`src/rtl/cuv_pkg.sv`:
```
package cuv_pkg;

    typedef struct packed {
        logic pro;
        logic copy;
        logic gen_l;
        logic emph;
        logic nonaudio;
    } cs_cfg_t;

    // category code, LSB lands on channel status bit 8
    localparam logic [6:0] CAT_RATE_CONV = 7'b0011010;

    function automatic cs_cfg_t decode_cfg(logic copy, logic orig, logic emph, logic na);
        cs_cfg_t c;
        c.pro      = copy & orig;
        c.copy     = copy & ~orig;
        c.gen_l    = ~copy & orig;
        c.emph     = emph;
        c.nonaudio = na;
        return c;
    endfunction

    // first 16 channel status bits; all later bits are zero
    function automatic logic [15:0] cs_head(cs_cfg_t c);
        logic [15:0] w;
        w = '0;
        w[1] = c.nonaudio;
        w[3] = c.emph;
        if (c.pro) begin
            w[0] = 1'b1;
            w[2] = 1'b1;
        end else begin
            w[2]    = c.copy;
            w[14:8] = CAT_RATE_CONV;
            w[15]   = c.gen_l;
        end
        return w;
    endfunction

endpackage

```
`src/rtl/cuv_edge_stage.sv`:
```
module cuv_edge_stage #(
    parameter int NBITS = 8
) (
    input  logic             clk,
    input  logic             rst_n,
    input  logic             frame_clk,
    input  logic [NBITS-1:0] bits_in,
    output logic             rise,
    output logic             fall,
    output logic [NBITS-1:0] bits_stage
);
    typedef struct packed {
        logic             lr;
        logic             lr_prev;
        logic [NBITS-1:0] bits;
    } st_t;

    st_t st_d, st_q;

    always_comb begin
        st_d         = st_q;
        st_d.lr      = frame_clk;
        st_d.lr_prev = st_q.lr;
        st_d.bits    = bits_in;
    end

    always_ff @(posedge clk) begin
        if (!rst_n) st_q <= '0;
        else        st_q <= st_d;
    end

    assign rise       = st_q.lr & ~st_q.lr_prev;
    assign fall       = ~st_q.lr & st_q.lr_prev;
    assign bits_stage = st_q.bits;

endmodule

```
`src/rtl/cuv_frame_counter.sv`:
```
module cuv_frame_counter #(
    parameter int FRAMES = 192,
    localparam int IDX_W = $clog2(FRAMES)
) (
    input  logic             clk,
    input  logic             rst_n,
    input  logic             rise,
    input  logic             resync,
    output logic [IDX_W-1:0] cur_frame,
    output logic             at_start
);
    localparam logic [IDX_W-1:0] LAST = IDX_W'(FRAMES - 1);

    typedef struct packed {
        logic [IDX_W-1:0] cnt;
    } st_t;

    st_t st_d, st_q;

    assign cur_frame = resync ? '0 : st_q.cnt;
    assign at_start  = (cur_frame == '0);

    always_comb begin
        st_d = st_q;
        if (rise) begin
            st_d.cnt = (cur_frame == LAST) ? '0 : cur_frame + 1'b1;
        end
    end

    always_ff @(posedge clk) begin
        if (!rst_n) st_q <= '0;
        else        st_q <= st_d;
    end

    p_count_range_r9: assert property (@(posedge clk) disable iff (!rst_n)
        st_q.cnt <= LAST);

    p_resync_restart_r11: assert property (@(posedge clk) disable iff (!rst_n)
        (rise && resync) |=> (st_q.cnt == IDX_W'(1)));

endmodule

```
`src/rtl/cuv_cs_gen.sv`:
```
module cuv_cs_gen
    import cuv_pkg::*;
#(
    parameter int FRAMES = 192,
    localparam int IDX_W = $clog2(FRAMES)
) (
    input  logic             clk,
    input  logic             rst_n,
    input  logic             rise,
    input  logic             at_start,
    input  logic [IDX_W-1:0] cur_frame,
    input  logic             copy_pin,
    input  logic             orig_pin,
    input  logic             emph_pin,
    input  logic             na_pin,
    output logic             cs_bit
);
    typedef struct packed {
        cs_cfg_t cfg;
    } st_t;

    st_t         st_d, st_q;
    cs_cfg_t     pin_cfg, use_cfg;
    logic [15:0] head;

    always_comb begin
        pin_cfg = decode_cfg(copy_pin, orig_pin, emph_pin, na_pin);
        use_cfg = at_start ? pin_cfg : st_q.cfg;
        head    = cs_head(use_cfg);
        cs_bit  = (cur_frame < IDX_W'(16)) ? head[cur_frame[3:0]] : 1'b0;
        st_d    = st_q;
        if (rise && at_start) st_d.cfg = pin_cfg;
    end

    always_ff @(posedge clk) begin
        if (!rst_n) st_q <= '0;
        else        st_q <= st_d;
    end

    p_cfg_hold_r12: assert property (@(posedge clk) disable iff (!rst_n)
        !(rise && at_start) |=> $stable(st_q.cfg));

endmodule

```
`src/rtl/cuv_source.sv`:
```
module cuv_source #(
    parameter int FRAMES = 192,
    localparam int IDX_W = $clog2(FRAMES)
) (
    input  logic             clk,
    input  logic             rst_n,
    input  logic             frame_clk,
    input  logic             serial_mode,
    input  logic             copy_c_in,
    input  logic             orig_in,
    input  logic             emph_in,
    input  logic             nonaudio_in,
    input  logic             u_in,
    input  logic             v_in,
    input  logic             strobe_dir_out,
    input  logic             blk_strobe_in,
    output logic             blk_strobe_out,
    output logic             blk_strobe_oe,
    output logic             c_out,
    output logic             u_out,
    output logic             v_out,
    output logic             bit_valid,
    output logic [IDX_W-1:0] frame_index
);
    localparam int NB = 8;
    localparam int B_V = 0, B_U = 1, B_C = 2, B_OR = 3, B_EM = 4, B_NA = 5, B_SB = 6, B_MD = 7;

    logic             rise, fall, resync, at_start, cs_bit;
    logic [NB-1:0]    stg;
    logic [IDX_W-1:0] cur_frame;

    cuv_edge_stage #(.NBITS(NB)) u_stage (
        .clk        (clk),
        .rst_n      (rst_n),
        .frame_clk  (frame_clk),
        .bits_in    ({serial_mode, blk_strobe_in, nonaudio_in, emph_in,
                      orig_in, copy_c_in, u_in, v_in}),
        .rise       (rise),
        .fall       (fall),
        .bits_stage (stg)
    );

    assign resync = rise & ~strobe_dir_out & stg[B_SB];

    cuv_frame_counter #(.FRAMES(FRAMES)) u_count (
        .clk       (clk),
        .rst_n     (rst_n),
        .rise      (rise),
        .resync    (resync),
        .cur_frame (cur_frame),
        .at_start  (at_start)
    );

    cuv_cs_gen #(.FRAMES(FRAMES)) u_cs (
        .clk       (clk),
        .rst_n     (rst_n),
        .rise      (rise),
        .at_start  (at_start),
        .cur_frame (cur_frame),
        .copy_pin  (stg[B_C]),
        .orig_pin  (stg[B_OR]),
        .emph_pin  (stg[B_EM]),
        .na_pin    (stg[B_NA]),
        .cs_bit    (cs_bit)
    );

    typedef struct packed {
        logic             c;
        logic             u;
        logic             v;
        logic             valid;
        logic             left;
        logic             serial;
        logic             strobe;
        logic [IDX_W-1:0] idx;
    } st_t;

    st_t st_d, st_q;

    always_comb begin
        st_d       = st_q;
        st_d.valid = 1'b0;
        if (rise || fall) begin
            st_d.valid  = 1'b1;
            st_d.left   = rise;
            st_d.serial = stg[B_MD];
            st_d.u      = stg[B_U];
            st_d.v      = stg[B_V];
            if (stg[B_MD])  st_d.c = stg[B_C];
            else if (rise)  st_d.c = cs_bit;
            if (rise) begin
                st_d.idx    = cur_frame;
                st_d.strobe = at_start;
            end
        end
    end

    always_ff @(posedge clk) begin
        if (!rst_n) st_q <= '0;
        else        st_q <= st_d;
    end

    assign c_out          = st_q.c;
    assign u_out          = st_q.u;
    assign v_out          = st_q.v;
    assign bit_valid      = st_q.valid;
    assign frame_index    = st_q.idx;
    assign blk_strobe_oe  = strobe_dir_out;
    assign blk_strobe_out = st_q.strobe & strobe_dir_out;

    p_c_pair_r4: assert property (@(posedge clk) disable iff (!rst_n)
        (st_q.valid && !st_q.left && !st_q.serial) |-> $stable(st_q.c));

    p_strobe_frame0_r10: assert property (@(posedge clk) disable iff (!rst_n)
        blk_strobe_out |-> (frame_index == '0));

endmodule

```
`config.mk`:
```
export PLATFORM = sky130hd
export DESIGN_NAME = cuv_source
export DESIGN_NICKNAME = d
export VERILOG_FILES = /design/src/rtl/cuv_pkg.sv /design/src/rtl/cuv_edge_stage.sv /design/src/rtl/cuv_frame_counter.sv /design/src/rtl/cuv_cs_gen.sv /design/src/rtl/cuv_source.sv
export SDC_FILE = /design/constraint.sdc
export NUM_CORES = 1
export LEC_CHECK = 0
export ABC_CLOCK_PERIOD_IN_PS = 4200
export BUFFER_PORTS_ARGS = -buffer_cell sky130_fd_sc_hd__buf_4
export CORE_AREA = 2 2 46 80
export CTS_CLUSTER_DIAMETER = 150
export DETAILED_ROUTE_END_ITERATION = 8
export DIE_AREA = 0 0 48 82
export PLACE_DENSITY_LB_ADDON = 0.1
export SETUP_SLACK_MARGIN = 0.5
export SKIP_CTS_REPAIR_TIMING = 1
export SYNTH_ARGS = -nofsm -noshare
export SYNTH_HDL_FRONTEND = slang
export SYNTH_HIERARCHICAL = 1
export SYNTH_SLANG_ARGS = --single-unit
```
`constraint.sdc`:
```
create_clock -name clk -period 4.2 [get_ports clk]
set_input_delay 0.42 -clock clk [delete_from_list [all_inputs] [get_ports clk]]
set_output_delay 0.42 -clock clk [all_outputs]
set_load 0.02 [all_outputs]
```
==> flow_metrics.env, run 1 <==
export IMPL_met1_length_um=1390
export IMPL_worstRegToRegCells=14
export IMPL_cts_clk_slew_worst_paths_ns=0.07
export IMPL_die_w_um=48
export IMPL_routed_wl_um=3410
export IMPL_grt_usage_pct=19.7
export IMPL_synth_seq_cells=36
export IMPL_final_nets=218
export IMPL_fin_ws_ns=1.09
export IMPL_power_mw=0.676
export IMPL_r2r_start="u_stage/st_d[8]"
export IMPL_worstSkewPairLatency_ns=0.29
export IMPL_synth_edf_count=0
export IMPL_synth_top_area_share_pct=40.9
export IMPL_dieArea_um2=3940
export IMPL_dpl_cell_area_um2=1850
export IMPL_top_layer_used="met4"
export IMPL_slew_viol_final=0
export IMPL_drtPass1Iterations=4
export IMPL_critical_path_class="reg2reg"
export IMPL_diodes=0
export IMPL_rrSetupSlack_ns=1.09
export IMPL_layout_drive_gt1_share_pct=20.5
export IMPL_cp_end_kind="flip-flop"
export IMPL_synth_ff_type="dfxtp_1"
export IMPL_tightestPinTransition_ns=0.526
export IMPL_final_hold_viol_count=0
export IMPL_rsz0062_at_grt="false"
export IMPL_cts_buffers=5
export IMPL_clock_sinks=36
export IMPL_start_util_pct=53.0
export IMPL_yosysTopAreaCell="dfxtp_1"
export IMPL_die_height_um=82
export IMPL_postSynthAreaPerCell_um2=9.18
export IMPL_grt_pass1_wl_um=5510
export IMPL_setup_viol=0
export IMPL_finClkSkew_ns=0.00888
export IMPL_final_util_pct=58.5
export IMPL_grt_ovfl_total=0
export IMPL_cp_required_ns=4.38
export IMPL_cap_violations=0
export IMPL_clockBufferDepth=2
export IMPL_finalCritPeriodShare_pct=74.0
export IMPL_start_kind="flip-flop"
export IMPL_ant_nets=0
export IMPL_avgRoutedWirePerCell_um=13.6
export IMPL_fin_setup_tns_ns=0
export IMPL_yosys_top_cells_area="dfxtp_1 (41%), buf_4 (8.1%), nor2b_1 (6.0%)"
export IMPL_peakVddDrop_mv=0.237
export IMPL_place_ws_ns=1.05
export IMPL_drc=0
export IMPL_cts_tree="yes"
export IMPL_drt_iter0_drc=21
export IMPL_status="completed"
export IMPL_via_per_inst=5.42
export IMPL_htreeDepth=2
export IMPL_crit_path_max_fanout=10
export IMPL_wl_met3_um=122
export IMPL_dp_hpwl_um=2420
export IMPL_grt_max_degree=31
export IMPL_root_buffer="clkbuf_8"
export IMPL_route_met2_wl_um=1830
export IMPL_antenna_found_initial=0
export IMPL_synth_fp_nets=206
export IMPL_ys_seq_area_share_pct=40.9
export IMPL_p_leak_nw=0.780
export IMPL_first_global_vias=1234
export IMPL_ys_warn_count=6
export IMPL_seq_area_um2=721
export IMPL_fin_crit_ns=3.11
export IMPL_core_um2=3330
export IMPL_async_reset_ff_share_pct=0
export IMPL_core_rowCount=28
export IMPL_multi_input_area_um2=830
export IMPL_critPathLaunch="u_stage/st_d[8]"
export IMPL_layout_common_cells="dfxtp_1 (36), buf_4 (28), nor2b_1 (16), and2_1 (11), nand2_1 (11)"
export IMPL_port_buffers=25
export IMPL_r2r_end="c_out"
export IMPL_n_fill_cell=311
export IMPL_finalInstanceArea_um2=1950
export IMPL_hp_class="in2reg"
export IMPL_ys_types=45
export IMPL_relSlewSlack_pct=64.6
export IMPL_vias=1354
export IMPL_arrival_ns=3.29
export IMPL_syn_to_final_growth_pct=10.4
export IMPL_max_freq_mhz=322
export IMPL_layout_commonest_cell="dfxtp_1"
export IMPL_syn_inst=192
export IMPL_setup_worst_path_end="c_out"
export IMPL_num_io_pins=26
export IMPL_power_density_nw_per_um2=347
export IMPL_syn_area_um2=1760
export IMPL_gp_congestion=0.931
[kinds of logic after synthesis]
| logic type | count (synthesis) | share of synthesized area [%] |
|---|---|---|
| flip-flops | 36 | 40.9 |
| buffers and inverters | 33 | 12.2 |
| AND/OR/NAND/NOR | 71 | 23.1 |
| multiplexers | 12 | 7.59 |
| AO/OA/AOI/OAI | 38 | 14.8 |
| adder cells (fa/ha/maj) | 2 | 1.42 |
[sequential cells by signal, summed over array words and instances, names as in the netlist, 5 cells and up]
name / count
u_count/st_q: 8
u_stage/bits_stage: 8
u_cs/st_q: 5
frame_index: 8
[layout make-up]
class | count | share of cell area (%)
Multi-Input combinational cell | 123 | 42.6
Inverter | 10 | 1.93
Timing Repair Buffer | 28 | 10.8
Tap cell | 45 | 2.89
Clock inverter | 2 | 0.514
Sequential cell | 36 | 37.0
Clock buffer | 6 | 4.24
[synthesized netlist by cell type, types with 3 or more instances]
master,count
inv_1,9
nor2_1,10
nor2b_1,17
nand3_1,3
a21boi_0,3
dfxtp_1,36
nand2_1,11
buf_4,19
o211ai_1,3
and2_1,11
or3b_1,3
nor4_1,3
o21ai_0,6
a21oi_1,9
mux2i_1,10
[metal layers]
| layer | up-vias | global-route usage [%] |
|---|---|---|
| li1 | 672 | - |
| met1 | 634 | 21.8 |
| met2 | 40 | 33.2 |
| met3 | 8 | 4.84 |
| met4 | 0 | 9.73 |
| met5 | - | 0 |
[critical path, stage by stage, from the launching register on]
cell and delay, ns:
dfxtp_1 0.33, nor2b_2 0.16, nand2_1 0.06, nor2_1 0.11
buf_4 0.18, nor2b_1 0.14, inv_1 0.09, ha_1 0.13
nand4b_1 0.09, nor4_1 0.42, mux4_2 0.57, o2111ai_1 0.18
o21ai_1 0.08, mux2_2 0.26, o211a_1 0.19
[worst min-delay path by stage]
stage | startpoint | endpoint | slack [ns] | depth (start not counted)
final | nonaudio_in | u_stage/bits_stage[5] | 0.34 | 2
after CTS | nonaudio_in | u_stage/bits_stage[5] | 0.33 | 2
after detailed placement | u_stage/bits_stage[1] | u_out | 0.46 | 2
after floorplan | u_cs/st_q[1] | u_cs/st_q[1] | 0.44 | 2
after global placement | u_stage/bits_stage[0] | v_out | 0.44 | 2
after global routing | nonaudio_in | u_stage/bits_stage[5] | 0.34 | 2
[report_power, final]
group	switching (mW)	internal [mW]	total, mW
Sequential	0.00612	0.352	0.358
Clock	0.119	0.131	0.250
Combinational	0.0359	0.0324	0.0683
[metrics by stage]
step / hold WS [ns] / cells
finish: 0.336 / 250
global route: 0.340 / 250
CTS: 0.328 / 250
detailed placement: 0.460 / 242
global placement: 0.444 / 242
floorplan: 0.440 / 192
Note: power is estimated with default switching activity, not from simulation.
==> run 2: changes to the inputs <==
ABC_AREA = 1   (was default)
ABC_CLOCK_PERIOD_IN_PS = 3000   (was 4200)
CORE_AREA = 2 2 47 82   (was 2 2 46 80)
DIE_AREA = 0 0 49 84   (was 0 0 48 82)
clock period = 3 ns   (was 4.2 ns; I/O delays follow)
==> run 2 against run 1 <==
  * Maximum frequency is 36% higher
  * Final cell count is 33% higher
  * Register-to-register slack worse by 0.38 ns
  * Wire length is 6.9% higher
  * Clock skew is 0.0038 ns lower
  * Sequential share of layout area is 2.8 points lower
  * Global-route usage is 0.83 points lower
  * Final area is 8.4% higher
  * Combinational power grew to 2.5 times the previous value
  * Area after synthesis is 4.8% higher
  * Highest routed layer unchanged
==> flow_metrics.env, run 2 <==
export IMPL_fin_setup_tns_ns=0
export IMPL_clockBufferDepth=2
export IMPL_drt_iter0_drc=24
export IMPL_layout_common_cells="nand2_1 (50), nor2_1 (49), dfxtp_1 (35), inv_1 (34), buf_4 (29)"
export IMPL_yosysTopAreaCell="dfxtp_1"
export IMPL_worstSkewPairLatency_ns=0.28
export IMPL_cap_violations=0
export IMPL_yosys_top_cells_area="dfxtp_1 (39%), nand2_1 (11%), nor2_1 (10%)"
export IMPL_crit_path_max_fanout=12
export IMPL_layout_commonest_cell="nand2_1"
export IMPL_p_switching_mw=0.302
export IMPL_start_kind="flip-flop"
export IMPL_ys_types=24
export IMPL_grt_pass1_wl_um=6020
export IMPL_p_sw_share_pct=26.8
export IMPL_status="completed"
export IMPL_synth_top_area_share_pct=39.0
export IMPL_syn_to_final_growth_pct=14.2
export IMPL_first_global_vias=1488
export IMPL_dp_hpwl_um=2660
export IMPL_start_util_pct=52.5
export IMPL_max_freq_mhz=438
export IMPL_synthTopCellsByCount="nand2_1 (53), nor2_1 (51), dfxtp_1 (36)"
export IMPL_critical_path_class="reg2reg"
export IMPL_n_fill_cell=371
export IMPL_slew_viol_final=0
export IMPL_root_buffer="clkbuf_8"
export IMPL_post_place_cells=321
export IMPL_vias=1569
export IMPL_relSlewSlack_pct=79.3
export IMPL_num_io_pins=26
export IMPL_synth_ff_type="dfxtp_1"
export IMPL_gp_congestion=0.843
export IMPL_power_density_nw_per_um2=534
export IMPL_routed_wl_um=3650
export IMPL_dieArea_um2=4120
export IMPL_core_um2=3520
export IMPL_p_leak_nw=1.07
export IMPL_ant_nets=0
export IMPL_synth_fp_nets=285
export IMPL_drtPass1Iterations=4
export IMPL_diodes=0
export IMPL_setup_viol=0
export IMPL_core_rowCount=29
export IMPL_layout_drive_gt1_share_pct=23.4
export IMPL_cp_end_kind="flip-flop"
export IMPL_arrival_ns=2.51
export IMPL_cp_required_ns=3.23
export IMPL_port_buffers=25
export IMPL_holdWs_ns=0.190
export IMPL_grt_max_degree=34
export IMPL_synth_seq_cells=36
export IMPL_power_mw=1.13
export IMPL_antenna_found_initial=0
export IMPL_cts_clk_slew_worst_paths_ns=0.08
export IMPL_place_ws_ns=0.644
export IMPL_synth_edf_count=0
export IMPL_syn_inst=271
export IMPL_peakVddDrop_mv=0.467
export IMPL_hp_class="in2reg"
export IMPL_async_reset_ff_share_pct=0
export IMPL_tightestPinTransition_ns=0.310
export IMPL_cts_tree="yes"
export IMPL_yosysMostFrequentCell="nand2_1"
export IMPL_seq_power_share_pct=46.4
export IMPL_p_int_mw=0.826
export IMPL_drc=0
export IMPL_syn_area_um2=1850
export IMPL_ys_warn_count=6
export IMPL_htreeDepth=2
export IMPL_avgRoutedWirePerCell_um=11.0
export IMPL_die_w_um=49
export IMPL_final_util_pct=60.0
export IMPL_combinationalPowerShare_pct=15.4
export IMPL_finClkSkew_ns=0.00507
export IMPL_rsz0062_at_grt="false"
export IMPL_cts_buffers=5
export IMPL_ys_seq_area_share_pct=39.0
export IMPL_final_hold_viol_count=0
export IMPL_grt_usage_pct=18.9
export IMPL_clock_sinks=36
export IMPL_fin_ws_ns=0.717
export IMPL_finalCritPeriodShare_pct=76.1
export IMPL_pwr_share_clk_pct=38.2
export IMPL_fin_crit_ns=2.28
export IMPL_dpl_cell_area_um2=1960
export IMPL_grt_ovfl_total=0
export IMPL_die_height_um=84
export IMPL_final_nets=299
export IMPL_layoutNonFillerInstCount=332
export IMPL_finalInstanceArea_um2=2110
export IMPL_postSynthAreaPerCell_um2=6.82
export IMPL_via_per_inst=4.73
run 2: power by group through the flow:
| stage | combinational (mW) | sequential (mW) | clock (mW) |
|---|---|---|---|
| global placement | 0.165 | 0.535 | 0 |
| floorplan | 0.135 | 0.534 | 0 |
| detailed placement | 0.167 | 0.535 | 0 |
| global route | 0.194 | 0.528 | 0.463 |
| finish | 0.174 | 0.524 | 0.430 |
| CTS | 0.169 | 0.524 | 0.444 |
run 2: per-layer routing:
layer / GRT usage, % / up-vias / wire length, µm
met3: 3.94 / 8 / 95
met4: 9.35 / 0 / 68
met1: 17.8 / 695 / 1440
met2: 36.7 / 25 / 2040
li1: - / 841 / -
met5: 0 / - / 0
run 2: cell families (layout without fill, tap and decap cells):
family	count (synthesis)	after routing	share of synthesized area [%]
buffers and inverters	64	79	18.1
AOI/OAI and AO/OA	36	36	10.3
adders and majority gates	2	2	1.35
and+or+nand+nor	133	133	31.2
DFF	36	36	39.0
run 2: worst max-delay path, stage by stage, from the launching register on:
cell	delay, ns
dfxtp_2	0.35
inv_2	0.04
nor2_4	0.10
nand2_2	0.07
nor2_4	0.13
inv_6	0.08
nand2_1	0.19
nand3_1	0.13
nor4_2	0.20
clkdlybuf4s15_2	0.28
o21ai_0	0.09
o21bai_2	0.14
nand2_1	0.07
a21oi_2	0.13
nand2_1	0.06
nand2_1	0.05
nor2_1	0.03
nor2_1	0.07
run 2: layout make-up:
type	instances	area (µm²)	share of cell area (%)
Clock buffer	5	68.8	3.26
Multi-Input combinational cell	171	826	39.1
Sequential cell	36	722	34.2
Timing Repair Buffer	30	229	10.8
Clock inverter	3	46.3	2.19
Inverter	41	161	7.65
Tap cell	46	57.6	2.73
run 2: path summary, 6_finish.rpt:
path	from	to	cells past startpoint	slack, ns
worst max-delay path	u_stage/st_d[8]	c_out	17	0.72
worst min-delay path	copy_c_in	u_stage/bits_stage[2]	3	0.19
worst min register to register	u_stage/bits_stage[1]	u_out	2	0.49
worst max register to register	u_stage/st_d[8]	c_out	17	0.72
